==> config.mk <==
export PLATFORM = sky130hd
export DESIGN_NAME = nor_cmd_decoder
export DESIGN_NICKNAME = d
export VERILOG_FILES = /design/src/rtl/nor_cmd_pkg.sv /design/src/rtl/nor_word_offset.sv /design/src/rtl/nor_cmd_fsm.sv /design/src/rtl/nor_req_regs.sv /design/src/rtl/nor_cmd_decoder.sv
export SDC_FILE = /design/constraint.sdc
export NUM_CORES = 1
export LEC_CHECK = 0
export CELL_PAD_IN_SITES_DETAIL_PLACEMENT = 0
export CELL_PAD_IN_SITES_GLOBAL_PLACEMENT = 1
export CORE_UTILIZATION = 45
export CTS_CLUSTER_DIAMETER = 50
export DETAILED_ROUTE_END_ITERATION = 8
export DONT_BUFFER_PORTS = 1
export GPL_TIMING_DRIVEN = 0
export PLACE_DENSITY_LB_ADDON = 0.1
export REMOVE_ABC_BUFFERS = 1
export SYNTH_ARGS = -nofsm -noshare
export SYNTH_HDL_FRONTEND = slang
export SYNTH_HIERARCHICAL = 1
export SYNTH_SLANG_ARGS = --single-unit
==> constraint.sdc <==
create_clock -name clk -period 2.85 [get_ports clk]
set_input_delay 0.1425 -clock clk [delete_from_list [all_inputs] [get_ports clk]]
set_output_delay 0.1425 -clock clk [all_outputs]
set_load 0.005 [all_outputs]
==> src/rtl/nor_cmd_pkg.sv <==
package nor_cmd_pkg;
  typedef enum logic [1:0] {
    MODE_READ    = 2'd0,
    MODE_AUTOSEL = 2'd1,
    MODE_CFI     = 2'd2,
    MODE_BUSY    = 2'd3
  } nor_mode_e;

  typedef enum logic [3:0] {
    ST_IDLE, ST_UNLOCK2, ST_COMMAND, ST_PROG_DATA, ST_AUTOSEL,
    ST_ERASE_U1, ST_ERASE_U2, ST_ERASE_FINAL, ST_QUERY, ST_BUSY
  } nor_state_e;

  localparam logic [7:0] CODE_UNLOCK_A = 8'hAA;
  localparam logic [7:0] CODE_UNLOCK_B = 8'h55;
  localparam logic [7:0] CODE_PROGRAM  = 8'hA0;
  localparam logic [7:0] CODE_AUTOSEL  = 8'h90;
  localparam logic [7:0] CODE_ERASE    = 8'h80;
  localparam logic [7:0] CODE_BYPASS   = 8'h20;
  localparam logic [7:0] CODE_CHIP     = 8'h10;
  localparam logic [7:0] CODE_SECTOR   = 8'h30;
  localparam logic [7:0] CODE_QUERY    = 8'h98;
  localparam logic [7:0] CODE_RESET    = 8'hF0;
  localparam logic [7:0] CODE_BYP_EXIT = 8'h00;
  localparam int unsigned QUERY_OFFSET = 32'h55;

  function automatic nor_mode_e mode_of(nor_state_e s);
    case (s)
      ST_AUTOSEL: return MODE_AUTOSEL;
      ST_QUERY:   return MODE_CFI;
      ST_BUSY:    return MODE_BUSY;
      default:    return MODE_READ;
    endcase
  endfunction
endpackage

==> src/rtl/nor_word_offset.sv <==
module nor_word_offset #(
  parameter int ADDR_W = 20,
  parameter int SECT_W = 16
) (
  input  logic [ADDR_W-1:0] addr,
  input  logic [1:0]        width_sel,
  output logic [SECT_W-1:0] woff
);
  logic [SECT_W-1:0] in_sector;
  assign in_sector = addr[SECT_W-1:0];

  always_comb begin
    case (width_sel)
      2'd1:    woff = {1'b0,  in_sector[SECT_W-1:1]};
      2'd2:    woff = {2'b00, in_sector[SECT_W-1:2]};
      default: woff = in_sector;
    endcase
  end
endmodule

==> src/rtl/nor_cmd_fsm.sv <==
module nor_cmd_fsm
  import nor_cmd_pkg::*;
#(
  parameter int SECT_W = 16
) (
  input  logic              clk,
  input  logic              rst_n,
  input  logic              wr_valid,
  input  logic [7:0]        wr_data,
  input  logic [SECT_W-1:0] woff,
  input  logic [SECT_W-1:0] ua0,
  input  logic [SECT_W-1:0] ua1,
  input  logic              exec_done,
  output nor_state_e        state,
  output logic              bypass,
  output logic              fire_prog,
  output logic              fire_chip,
  output logic              fire_sector
);
  localparam logic [SECT_W-1:0] QOFF = SECT_W'(QUERY_OFFSET);

  nor_state_e nxt;
  logic       nxt_bypass;
  logic       at_ua0, at_ua1, query_hit, unlock_a_hit;

  assign at_ua0       = (woff == ua0);
  assign at_ua1       = (woff == ua1);
  assign query_hit    = (woff == QOFF) && (wr_data == CODE_QUERY);
  assign unlock_a_hit = at_ua0 && (wr_data == CODE_UNLOCK_A);

  always_comb begin
    nxt         = state;
    nxt_bypass  = bypass;
    fire_prog   = 1'b0;
    fire_chip   = 1'b0;
    fire_sector = 1'b0;
    if (state == ST_BUSY) begin
      if (exec_done) nxt = bypass ? ST_COMMAND : ST_IDLE;
    end else if (wr_valid) begin
      nxt        = ST_IDLE;
      nxt_bypass = 1'b0;
      if (wr_data == CODE_RESET && state != ST_PROG_DATA) begin
        nxt = ST_IDLE;
      end else begin
        case (state)
          ST_IDLE:
            if (query_hit)         nxt = ST_QUERY;
            else if (unlock_a_hit) nxt = ST_UNLOCK2;
          ST_UNLOCK2:
            if (at_ua1 && wr_data == CODE_UNLOCK_B) nxt = ST_COMMAND;
          ST_COMMAND:
            if (bypass || at_ua0) begin
              nxt_bypass = bypass;
              case (wr_data)
                CODE_BYPASS:  begin nxt = ST_COMMAND; nxt_bypass = 1'b1; end
                CODE_PROGRAM: nxt = ST_PROG_DATA;
                CODE_AUTOSEL: nxt = ST_AUTOSEL;
                CODE_ERASE:   nxt = ST_ERASE_U1;
                default:      begin nxt = ST_IDLE; nxt_bypass = 1'b0; end
              endcase
            end
          ST_PROG_DATA: begin
            fire_prog  = 1'b1;
            nxt        = ST_BUSY;
            nxt_bypass = bypass;
          end
          ST_AUTOSEL:
            if (!(bypass && wr_data == CODE_BYP_EXIT) && query_hit) begin
              nxt = ST_QUERY;
            end
          ST_ERASE_U1:
            if (unlock_a_hit) begin nxt = ST_ERASE_U2; nxt_bypass = bypass; end
          ST_ERASE_U2:
            if (at_ua1 && wr_data == CODE_UNLOCK_B) begin
              nxt = ST_ERASE_FINAL; nxt_bypass = bypass;
            end
          ST_ERASE_FINAL:
            if (wr_data == CODE_CHIP && at_ua0) begin
              fire_chip = 1'b1; nxt = ST_BUSY; nxt_bypass = bypass;
            end else if (wr_data == CODE_SECTOR) begin
              fire_sector = 1'b1; nxt = ST_BUSY; nxt_bypass = bypass;
            end
          default: nxt = ST_IDLE;
        endcase
      end
    end
  end

  always_ff @(posedge clk) begin
    if (!rst_n) begin
      state  <= ST_IDLE;
      bypass <= 1'b0;
    end else begin
      state  <= nxt;
      bypass <= nxt_bypass;
    end
  end

  // a running operation only ends on exec_done
  p_busy_hold_r10: assert property (@(posedge clk) disable iff (!rst_n)
    (state == ST_BUSY && !exec_done) |=> state == ST_BUSY);
  // any write while in query mode leaves it for read state
  p_query_exit_r5: assert property (@(posedge clk) disable iff (!rst_n)
    (state == ST_QUERY && wr_valid) |=> state == ST_IDLE);
  // bypass is only ever entered at the command beat
  p_bypass_entry_r6: assert property (@(posedge clk) disable iff (!rst_n)
    $rose(bypass) |-> state == ST_COMMAND);
endmodule

==> src/rtl/nor_req_regs.sv <==
module nor_req_regs #(
  parameter int ADDR_W = 20,
  parameter int SECT_W = 16
) (
  input  logic              clk,
  input  logic              rst_n,
  input  logic              fire_prog,
  input  logic              fire_chip,
  input  logic              fire_sector,
  input  logic [ADDR_W-1:0] addr,
  input  logic [7:0]        data,
  output logic              prog_req,
  output logic [ADDR_W-1:0] prog_addr,
  output logic [7:0]        prog_data,
  output logic              erase_req,
  output logic              erase_chip,
  output logic [ADDR_W-1:0] erase_base
);
  always_ff @(posedge clk) begin
    if (!rst_n) begin
      prog_req   <= 1'b0;
      prog_addr  <= '0;
      prog_data  <= '0;
      erase_req  <= 1'b0;
      erase_chip <= 1'b0;
      erase_base <= '0;
    end else begin
      prog_req  <= fire_prog;
      erase_req <= fire_chip || fire_sector;
      if (fire_prog) begin
        prog_addr <= addr;
        prog_data <= data;
      end
      if (fire_chip) begin
        erase_chip <= 1'b1;
        erase_base <= '0;
      end else if (fire_sector) begin
        erase_chip <= 1'b0;
        erase_base <= {addr[ADDR_W-1:SECT_W], {SECT_W{1'b0}}};
      end
    end
  end

  // a program request lasts a single cycle
  p_prog_pulse_r9: assert property (@(posedge clk) disable iff (!rst_n)
    prog_req |=> !prog_req);
  // program and erase never requested together
  p_req_exclusive_r10: assert property (@(posedge clk) disable iff (!rst_n)
    !(prog_req && erase_req));
endmodule

==> src/rtl/nor_cmd_decoder.sv <==
module nor_cmd_decoder
  import nor_cmd_pkg::*;
#(
  parameter int ADDR_W = 20,
  parameter int SECT_W = 16
) (
  input  logic              clk,
  input  logic              rst_n,
  input  logic [1:0]        width_sel,
  input  logic [SECT_W-1:0] unlock_addr0,
  input  logic [SECT_W-1:0] unlock_addr1,
  input  logic              wr_valid,
  input  logic [ADDR_W-1:0] wr_addr,
  input  logic [7:0]        wr_data,
  input  logic              exec_done,
  output logic [1:0]        mode,
  output logic              prog_req,
  output logic [ADDR_W-1:0] prog_addr,
  output logic [7:0]        prog_data,
  output logic              erase_req,
  output logic              erase_chip,
  output logic [ADDR_W-1:0] erase_base
);
  logic [SECT_W-1:0] woff;
  nor_state_e        state;
  logic              bypass, fire_prog, fire_chip, fire_sector;

  nor_word_offset #(.ADDR_W(ADDR_W), .SECT_W(SECT_W)) u_woff (
    .addr(wr_addr), .width_sel(width_sel), .woff(woff));

  nor_cmd_fsm #(.SECT_W(SECT_W)) u_fsm (
    .clk(clk), .rst_n(rst_n), .wr_valid(wr_valid), .wr_data(wr_data),
    .woff(woff), .ua0(unlock_addr0), .ua1(unlock_addr1),
    .exec_done(exec_done), .state(state), .bypass(bypass),
    .fire_prog(fire_prog), .fire_chip(fire_chip), .fire_sector(fire_sector));

  nor_req_regs #(.ADDR_W(ADDR_W), .SECT_W(SECT_W)) u_req (
    .clk(clk), .rst_n(rst_n), .fire_prog(fire_prog), .fire_chip(fire_chip),
    .fire_sector(fire_sector), .addr(wr_addr), .data(wr_data),
    .prog_req(prog_req), .prog_addr(prog_addr), .prog_data(prog_data),
    .erase_req(erase_req), .erase_chip(erase_chip), .erase_base(erase_base));

  assign mode = mode_of(state);

  // every request is accompanied by the BUSY mode
  p_req_busy_r10: assert property (@(posedge clk) disable iff (!rst_n)
    (prog_req || erase_req) |-> mode == MODE_BUSY);
  // leaving reset the block sits in read mode with no request
  p_reset_state_r11: assert property (@(posedge clk)
    !rst_n |=> (mode == MODE_READ && !prog_req && !erase_req));
endmodule

==> metrics, run 1 <==
Final ANT Viol Nets 0; CP max stage cell o21ai_0; VDD IR-drop max between 0.0002 and 0.00025 V; met3 GRT Util about 8%; EDFF count, synth 0; synthesized instance count 324; Setup Buffers After CTS 0; final wirelength 7.12 mm; DIE WIDTH 80.8 um; first-pass detailed-route iteration total 4; Fin. Hold Viols 0; mean routed wirelength per cell 17.8 um; vias in the first global route 2187; Seq/Total Area, Yosys roughly 29%; crit path buf inv count 1; 1st-iter DRT viols 145; routed via count 2273; fin crit share 95.3%; clock-pin slew of the registers on the worst-case setup and hold paths about 90 ps; GRT Max-Usage Layer met2; CP Class in -> reg; aggregate global routing overflow 0; Clock Path Buffers 2; worst-path fanout max 15; unrepaired setup endpoints after global routing false; io pins between 100 and 150; Worst slew margin around a third; commonest non-fill, non-tap cell in the layout dfxtp_1; Root Buffer clkbuf_8; Fill cells a little under 600; CP endpoint kind register; Layout Nets 391; Final Cell Area 2900 sq um; Final min period 2720 ps; Final GP Congestion 0.900; most frequent cells in the layout dfxtp_1, mux2i_1, nor2b_1; slowest stage delay, CP 520 ps; Core Area 5960 sq um; Initial Utilization between 40% and 50%; I/O Buffers 0; TritonCTS Buffers 5; fmax 368 MHz; met1 GRT Util 29.8%; Global Route met2 Usage 33.8%; synthesized area 2790 sq um; Synth Register Bits 40; outcome completed; crit path cell chain inv_1 -> ha_1 -> a22oi_1 -> o21ai_0 -> xor2_1 -> nor4_1 -> and4_4 -> nand3_1 -> nor2_1 -> nand2b_1 -> nor2_1; initial antenna violation count 0; area grow syn2layout 3.90%; setup_tns 0 ps; fin util 48.7%; detailed-route DRC error count 0; most used cell, CP nor2_1; Worst Hold Class in -> reg; Layout Cells excl Fill 399; CTS tree done; proportion of layout cells with a drive suffix above 1 6.48%; largest net degree at the start of global routing 35; family with the most delay on the worst path simple AND/OR/NAND/NOR gates; Die Y a little over 80 um; global-route wire length before repair 11.1 mm; Row Count 28; placed inst area 2760 sq um; Synth Flop Type dfxtp_1; startpoint types input pin; top post-synthesis cells by area dfxtp_1, mux2i_1, nor2b_1; # H-tree levels 2; arrival time worst endpoint 2910 ps; async set or reset register ratio after synthesis 0%; largest area contributor in the netlist dfxtp_1; Slew Limit Fails 0; Worst-Skew Late Latency 300 ps; static leakage ~0.00096 uW; Placed Cells 386; Final Setup Violations 0; CTS sink cnt 40; Mean Syn Cell Area ~8.6 sq um; slew of the pin with the lowest slew margin 993 ps; library cells used by synthesis 54; Max Cap Viol 0; Die ar. 6520 sq um; DPL Wire Length about 5.4 mm; YS warnings 6; share of the synthesized area in the top cell type 28.7%; skew final 2.61 ps; All-Layer GR Usage a little under a quarter; PD cells 396 nW/um^2; Critical Path RT 3040 ps; Ant. Diodes 0; drt via density 5.70
metrics by stage:
step           hold slack, ps  total power (uW)  setup WS, ps
2_1_floorplan             260               722         -1100
5_1_grt                  3.64              1210          10.3
4_1_cts                  2.57              1170           240
3_5_place_dp              268               752          -357
6_report                 9.48              1150           134
3_3_place_gp              264               750         -2500
power breakdown:
group          total (uW)  internal (uW)  switching, uW
Combinational         191           83.9            107
Sequential            561            559           2.02
Clock                 398            174            225
flip-flops by register name, indices dropped and copies added, names as in the netlist:
register / flops
u_req/erase_req: 1
u_req/prog_data: 8
u_req/prog_addr: 20
u_fsm/bypass: 1
u_req/erase_base: 4
u_fsm/state: 4
u_req/erase_chip: 1
u_req/prog_req: 1
synth_stat cells (2+ instances only):
| cell type | count |
|---|---|
| dfxtp_1 | 40 |
| mux2i_1 | 33 |
| nor2b_1 | 32 |
| nand2_1 | 25 |
| xor2_1 | 20 |
| buf_4 | 17 |
| nor2_1 | 16 |
| a22oi_1 | 14 |
| xnor2_1 | 13 |
| o21ai_1 | 11 |
| and2_1 | 7 |
| nor4_1 | 7 |
| nand3_1 | 6 |
| buf_2 | 5 |
| clkbuf_1 | 5 |
| inv_1 | 5 |
| nand2b_1 | 5 |
| nand4_1 | 5 |
| o21ai_0 | 5 |
| nor3_1 | 4 |
| nor4b_1 | 4 |
| a21oi_1 | 3 |
| buf_6 | 3 |
| nor3b_1 | 3 |
| o21a_1 | 3 |
| a21boi_0 | 2 |
| ha_1 | 2 |
| nand4b_1 | 2 |
| o211ai_1 | 2 |
cells by family after synthesis:
group / count (synthesis) / share of synthesized area, %
compound gates: 52 / 13.0
other cells: 1 / 0.134
simple gates: 127 / 26.3
flops: 40 / 28.7
fa+ha+maj: 2 / 0.896
mux: 33 / 11.8
buf+inv: 36 / 8.74
xor+xnor: 33 / 10.3
worst register-to-register path, cell delays in order, from the launching register on:
cell     delay, ps
dfxtp_1        550
nand2_1        220
nor3_2         720
buf_6          250
buf_6          180
mux2i_1        210
nor2b_1         60
final timing paths:
check / slack [ps] / from / cells after the start / endpoint
min: 9 / rst_n / 2 / u_fsm/bypass
max reg2reg: 550 / u_fsm/state[1] / 6 / u_req/prog_addr[1]
max: 130 / width_sel[1] / 11 / u_req/erase_base[19]
min reg2reg: 530 / u_fsm/bypass / 2 / u_fsm/bypass
repair_timing:
item                                    in CTS  in global routing
hold buffers                                 5                  0
gates resized for setup                      1                  0
endpoints found under the setup margin       4                  0
endpoints found under the hold margin       38                  0
per-layer routing:
layer | wire length [um] | part of all wire (%)
met1 | 3270 | 46
met2 | 3070 | 43
met3 | 654 | 9.2
met4 | 129 | 1.8
met5 | 0 | 0
area by class of cell:
class | count | area (sq um) | area share [%]
well taps | 75 | 93.8 | 3.23
repair buffers | 8 | 83.8 | 2.89
flip-flops and latches | 40 | 801 | 27.6
inverters | 5 | 18.8 | 0.647
multi-input cells | 263 | 1810 | 62.4
clock buffers | 5 | 68.8 | 2.37
clock inverters | 3 | 23.8 | 0.819
(Power assumes the default switching activity.)
==> run 2, diff against run 1 <==
--- a/config.mk
+++ b/config.mk
@@ -12,7 +12,7 @@
 export DETAILED_ROUTE_END_ITERATION = 8
 export DONT_BUFFER_PORTS = 1
 export GPL_TIMING_DRIVEN = 0
-export PLACE_DENSITY_LB_ADDON = 0.1
+export PLACE_DENSITY_LB_ADDON = 0.12
 export REMOVE_ABC_BUFFERS = 1
 export SYNTH_ARGS = -nofsm -noshare
 export SYNTH_HDL_FRONTEND = slang
==> run 2 against run 1 <==
  * Hold slack got worse by 1.9 ps
  * Clock skew rose by 4.1 ps
  * Critical endpoint is now u_req/erase_base[18]
  * Power increased by 8.2%
  * Wire length barely moved
  * Clock-buffer cell count did not move
  * Clock power is 23% higher
  * Global-route usage decreased by 0.11 points
  * Critical path type unchanged
  * Sequential cell count unchanged
  * Sequential share of layout area decreased by 0.18 points
  * Cell count unchanged
  * Largest cell class unchanged
  * Final area up 0.65%
==> metrics, run 2 (same netlist as run 1, synthesis figures left out) <==
outcome completed (unchanged); unrepaired setup endpoints after global routing false (unchanged); # H-tree levels 2 (unchanged); PD cells 426 nW/um^2 (was 396 nW/um^2); Final Setup Violations 0 (unchanged); fin util 49.0% (was 48.7%); Ant. Diodes 0 (unchanged); post-route setup slack 234 ps (was 134 ps); Top reg by flops u_req/prog_addr (unchanged); first-pass detailed-route iteration total 4 (unchanged); Worst Hold Class in -> reg (unchanged); placed inst area 2750 sq um (was 2760 sq um); Fill cells 606 (was 595); Hold Slack 7.56 ps (was 9.48 ps); skew final 6.75 ps (was 2.61 ps); Critical Path RT 3050 ps (was 3040 ps); DPL Wire Length 5.43 mm (about the same); Clock Path Buffers 2 (unchanged); proportion of layout cells with a drive suffix above 1 6.48% (unchanged); switching share of power 27.2% (was 29.0%); most frequent cells in the layout dfxtp_1, mux2i_1, nor2b_1 (unchanged); routed via count 2240 (was 2273); arrival time worst endpoint 2820 ps (was 2910 ps); global-route wire length before repair 11.1 mm (about the same); startpoint types input pin (unchanged); Final GP Congestion 0.889 (was 0.900); Layout Nets 391 (unchanged); worst slack, placed -340 ps (was -357 ps); CTS tree done (unchanged); io pins 119 (unchanged); Fin. Hold Viols 0 (unchanged); Flop pwr share 45.1% (was 48.8%); Setup Buffers After CTS 0 (unchanged); CP endpoint kind register (unchanged); fin crit share 91.8% (was 95.3%); largest net degree at the start of global routing 35 (unchanged); Slew Limit Fails 0 (unchanged); Die Y 80.8 um (unchanged); detailed-route DRC error count 0 (unchanged); Die ar. 6520 sq um (unchanged); DIE WIDTH 80.8 um (unchanged); I/O Buffers 0 (unchanged); initial antenna violation count 0 (unchanged); Final min period 2620 ps (was 2720 ps); aggregate global routing overflow 0 (unchanged); Largest regs u_req/prog_addr: 20 flops, u_req/prog_data: 8 flops (unchanged); Placed Cells 386 (unchanged); fmax 382 MHz (was 368 MHz); 1st-iter DRT viols 130 (was 145); TritonCTS Buffers 5 (unchanged); Worst slew margin 31.7% (was 33.6%); CP Class in -> reg (unchanged); clock-pin slew of the registers on the worst-case setup and hold paths 90 ps (about the same); Layout Cells excl Fill 399 (unchanged); final wirelength 7.12 mm (about the same); area grow syn2layout 4.57% (was 3.90%); commonest non-fill, non-tap cell in the layout dfxtp_1 (unchanged); vias in the first global route 2176 (was 2187); static leakage 0.000972 uW (was 0.000958 uW); Comb pwr share 15.5% (was 16.6%); CTS sink cnt 40 (unchanged); Final Cell Area 2920 sq um (was 2900 sq um); Worst-Skew Late Latency 300 ps (about the same); drt via density 5.61 (was 5.70); All-Layer GR Usage 22.4% (was 22.5%); Max Cap Viol 0 (unchanged); Core Area 5960 sq um (unchanged); max reg flops 20 (unchanged); Power Internal 907 uW (was 816 uW); VDD IR-drop max 0.000251 V (was 0.000230 V); Clock power frac 39.5% (was 34.6%); mean routed wirelength per cell 17.8 um (about the same); slew of the pin with the lowest slew margin 1020 ps (was 993 ps); Initial Utilization 46.9% (unchanged); Root Buffer clkbuf_8 (unchanged); switching pwr 338 uW (was 334 uW); Row Count 28 (unchanged); worst-path fanout max 15 (unchanged); Final ANT Viol Nets 0 (unchanged)
## run 2: cell types whose count changed in the layout (fill, tap and decap cells not counted), sizes merged
cell,delta
inv,+1
clkinvlp,-1
clkinv,-1
bufinv,+1
## run 2: what timing repair did
item / in CTS / in global routing
endpoints found under the hold margin: 37 / 1
hold buffers: 4 / 1
resized for setup: 1 / 0
endpoints found under the setup margin: 4 / 0
## run 2: stage by stage
step / setup TNS (ps) / total power [uW]
final: 0 / 1240
after global routing: 0 / 1300
after CTS: 0 / 1260
after detailed placement: -1980 / 752
after global placement: -72450 / 751
after floorplan: -31730 / 722
## run 2: path summary, 6_finish.rpt
path / start / to / cells past startpoint / slack, ps
hold reg to reg: u_fsm/bypass / u_fsm/bypass / 2 / 520
setup reg to reg: u_fsm/state[1] / u_req/prog_addr[18] / 6 / 700
hold / removal: wr_addr[14] / u_req/prog_addr[14] / 2 / 8
setup / recovery: width_sel[1] / u_req/erase_base[18] / 11 / 230
## run 2: worst max-delay path, cell delays in order
cell	delay, ps
inv_1	40
ha_1	490
a22oi_1	120
o21ai_0	480
xor2_1	140
nor4_1	400
and4_4	340
nand3_1	110
nor2_1	240
nand2b_1	230
nor2_1	80
## run 2: area by class of cell
type                    instances  area, sq um  area share, %
flip-flops and latches         40          801           27.4
inverters                       5         18.8          0.643
multi-input cells             263         1810           62.0
clock inverters                 3         46.3           1.59
repair buffers                  8         80.1           2.74
well taps                      75         93.8           3.21
clock buffers                   5         68.8           2.36
## run 2: power groups by stage
stage                     logic, uW  registers [uW]  clock network, uW
final                           193             561                491
after global routing            216             561                524
after global placement          177             574                  0
after detailed placement        178             574                  0
after CTS                       191             561                506
after floorplan                 149             573                  0
## run 2: layer usage
| metal | GRT usage, % | routed length (um) |
|---|---|---|
| met1 | 30.2 | 3300 |
| met2 | 34.0 | 3170 |
| met4 | 6.96 | 99 |
| met3 | 7.08 | 548 |
| met5 | 0 | 0 |
==> run 3, diff against run 2 <==
--- a/config.mk
+++ b/config.mk
@@ -7,7 +7,8 @@
 export LEC_CHECK = 0
 export CELL_PAD_IN_SITES_DETAIL_PLACEMENT = 0
 export CELL_PAD_IN_SITES_GLOBAL_PLACEMENT = 1
-export CORE_UTILIZATION = 45
+export CORE_MARGIN = 5
+export CORE_UTILIZATION = 44
 export CTS_CLUSTER_DIAMETER = 50
 export DETAILED_ROUTE_END_ITERATION = 8
 export DONT_BUFFER_PORTS = 1
@@ -16,5 +17,5 @@
 export REMOVE_ABC_BUFFERS = 1
 export SYNTH_ARGS = -nofsm -noshare
 export SYNTH_HDL_FRONTEND = slang
-export SYNTH_HIERARCHICAL = 1
 export SYNTH_SLANG_ARGS = --single-unit
+export TNS_END_PERCENT = 50
==> run 3 against run 2 <==
  * Global-route usage shrank 0.51 points
  * Sequential share of layout area fell by 3.7 points
  * Via count is 42% higher
  * Sequential power is essentially flat
  * Final area increased by 16%
  * Combinational power grew 39%
  * Setup slack worse by 5.3 ps
  * Clock-buffer cell count rose by 1
  * Hold slack better by 4.9 ps
  * Clock power increased by 1%
  * Synthesized area is 8.2% higher
  * Largest cell class unchanged
  * Wire length increased by 39%
  * Highest routed layer unchanged
==> metrics, run 3 <==
largest area contributor in the netlist dfxtp_1 (unchanged); detailed-route DRC error count 0 (unchanged); global-route wire length before repair 15.3 mm (was 11.1 mm); Max Cap Viol 0 (unchanged); initial antenna violation count 0 (unchanged); Synth Flop Type dfxtp_1 (unchanged); Layout Nets 497 (was 391); vias in the first global route 3079 (was 2176); fmax 382 MHz (about the same); TritonCTS Buffers 5 (unchanged); 1st-iter DRT viols 254 (was 130); first-pass detailed-route iteration total 5 (was 4); Final GP Congestion 0.871 (was 0.889); All-Layer GR Usage 21.9% (was 22.4%); top post-synthesis cells by area dfxtp_1, nand2_1, a21oi_1 (was dfxtp_1, mux2i_1, nor2b_1); CTS tree done (unchanged); Die Y 92.9 um (was 80.8 um); overall power 1330 uW (was 1240 uW); most common cell in the netlist nand2_1 (was dfxtp_1); final wirelength 9.91 mm (was 7.12 mm); # H-tree levels 2 (unchanged); EDFF count, synth 0 (unchanged); post-route setup slack 229 ps (was 234 ps); I/O Buffers 0 (unchanged); switching pwr 354 uW (was 338 uW); arrival time worst endpoint 2810 ps (was 2820 ps); Top reg by flops u_req.prog_addr (was u_req/prog_addr); drt via density 6.22 (was 5.61); GRT Max-Usage Layer met2 (unchanged); CTS sink cnt 40 (unchanged); Final ANT Viol Nets 0 (unchanged); Critical Path RT 3040 ps (was 3050 ps); async set or reset register ratio after synthesis 0% (unchanged); worst slack, placed -611 ps (was -340 ps); switching share of power 26.7% (was 27.2%); Comb pwr share 20.3% (was 15.5%); commonest non-fill, non-tap cell in the layout nand2_1 (was dfxtp_1); mean routed wirelength per cell 19.4 um (was 17.8 um); CP endpoint kind register (unchanged); startpoint types input pin (unchanged); Hold Slack 12.5 ps (was 7.56 ps); met1 GRT Util 27.2% (was 30.2%); unrepaired setup endpoints after global routing false (unchanged); routed via count 3171 (was 2240); Root Buffer clkbuf_8 (unchanged); Fin. Hold Viols 0 (unchanged); Die ar. 8620 sq um (was 6520 sq um); Row Count 30 (was 28); Global Route met2 Usage 35.5% (was 34.0%); Slew Limit Fails 0 (unchanged); synthesized area 3020 sq um (was 2790 sq um); met3 GRT Util 6.99% (was 7.08%); clock-pin slew of the registers on the worst-case setup and hold paths 80 ps (was 90 ps); DPL Wire Length 6.94 mm (was 5.43 mm); DIE WIDTH 92.9 um (was 80.8 um); Worst Hold Class in -> reg (unchanged); Flop pwr share 42.3% (was 45.1%); CP Class in -> reg (unchanged); area grow syn2layout 11.7% (was 4.57%); most frequent cells in the layout nand2_1, a21oi_1, dfxtp_1 (was dfxtp_1, mux2i_1, nor2b_1); Ant. Diodes 0 (unchanged); max reg flops 20 (unchanged); Mean Syn Cell Area 7.23 sq um (was 8.62 sq um); worst-path fanout max 26 (was 15); slew of the pin with the lowest slew margin 1030 ps (was 1020 ps); setup_tns 0 ps (unchanged); synthesized instance count 418 (was 324); io pins 119 (unchanged); library cells used by synthesis 66 (was 54); outcome completed (unchanged); Clock Path Buffers 2 (unchanged); Core Area 6720 sq um (was 5960 sq um); Final min period 2620 ps (about the same); share of the synthesized area in the top cell type 26.5% (was 28.7%); Initial Utilization 45.0% (was 46.9%); YS warnings 0 (was 6); Clock power frac 37.5% (was 39.5%); VDD IR-drop max 0.000306 V (was 0.000251 V); Synth Register Bits 40 (unchanged); Power Internal 971 uW (was 907 uW); Worst-Skew Late Latency 290 ps (was 300 ps); static leakage 0.00118 uW (was 0.000972 uW); proportion of layout cells with a drive suffix above 1 4.65% (was 6.48%); Worst slew margin 30.9% (was 31.7%); skew final 1.71 ps (was 6.75 ps); Largest regs u_req.prog_addr: 20 flops, u_req.prog_data: 8 flops (was u_req/prog_addr: 20 flops, u_req/prog_data: 8 flops); PD cells 393 nW/um^2 (was 426 nW/um^2); top cells by count, synth nand2_1, a21oi_1, dfxtp_1 (was dfxtp_1, mux2i_1, nor2b_1); largest net degree at the start of global routing 42 (was 35); fin crit share 92.0% (was 91.8%); Final Setup Violations 0 (unchanged); aggregate global routing overflow 0 (unchanged); Seq/Total Area, Yosys 26.5% (was 28.7%)
run 3: cell count changes after synthesis, sizes merged, moves of 11 or more:
cell / delta
nand2: +51
nor2b: -19
a21oi: +43
xnor2: -11
mux2i: -28
xor2: -14
a22oi: -11
run 3: path summary, 6_finish.rpt:
kind / depth (start not counted) / to / slack (ps) / start
setup / recovery: 10 / u_fsm.bypass / 230 / width_sel[1]
hold / removal: 1 / u_fsm.state[3] / 10 / rst_n
setup reg to reg: 7 / u_req.prog_addr[5] / 530 / u_fsm.state[3]
hold reg to reg: 2 / u_req.prog_addr[17] / 480 / u_req.prog_addr[17]
run 3: final cells by class:
class,count,area (sq um)
fillers,676,3350
multi-input cells,343,2020
flip-flops and latches,40,801
repair buffers,30,302
well taps,80,100
clock buffers,6,82.6
clock inverters,2,38.8
inverters,9,33.8
run 3: worst max-delay path: stages:
cell and delay, ps:
inv_1 30, ha_2 510, a22oi_1 170, mux2i_1 300, xor2_1 120, a2111oi_1 620
nand4_1 260, o41a_1 240, o2111a_1 160, o221a_1 230
run 3: through the flow:
step	util [%]	area, sq um	std cells
floorplan	-	2830	392
global placement	43.6	2930	472
detailed placement	43.9	2950	473
CTS	50.1	3360	510
global route	50.2	3370	510
finish	50.2	3370	510
run 3: repair_timing:
action	in CTS	in global routing
pin swaps	0	0
gates resized for setup	2	1
setup buffers	0	0
hold buffers	29	0
setup endpoints to repair	7	2
endpoints found under the hold margin	35	0
run 3: power by group through the flow:
stage | Combinational (uW) | Clock, uW | Sequential [uW]
after floorplan | 183 | 0 | 573
after global placement | 220 | 0 | 574
after detailed placement | 223 | 0 | 574
after CTS | 261 | 508 | 560
after global routing | 298 | 533 | 561
final | 269 | 497 | 560
run 3: layer usage:
metal | up-vias | wire length [um]
li1 | 1517 | -
met1 | 1497 | 4160
met2 | 139 | 4680
met3 | 18 | 868
met4 | 0 | 193
met5 | - | 0
run 3: kinds of logic after synthesis:
| kind of cell | after synthesis | share of synthesized area (%) |
|---|---|---|
| adder cells (fa/ha/maj) | 2 | 0.828 |
| buffers and inverters | 50 | 9.20 |
| other | 1 | 0.124 |
| AND/OR/NAND/NOR | 188 | 31.2 |
| multiplexers | 6 | 2.03 |
| AO/OA/AOI/OAI | 123 | 27.8 |
| XOR/XNOR | 8 | 2.32 |
| flip-flops | 40 | 26.5 |
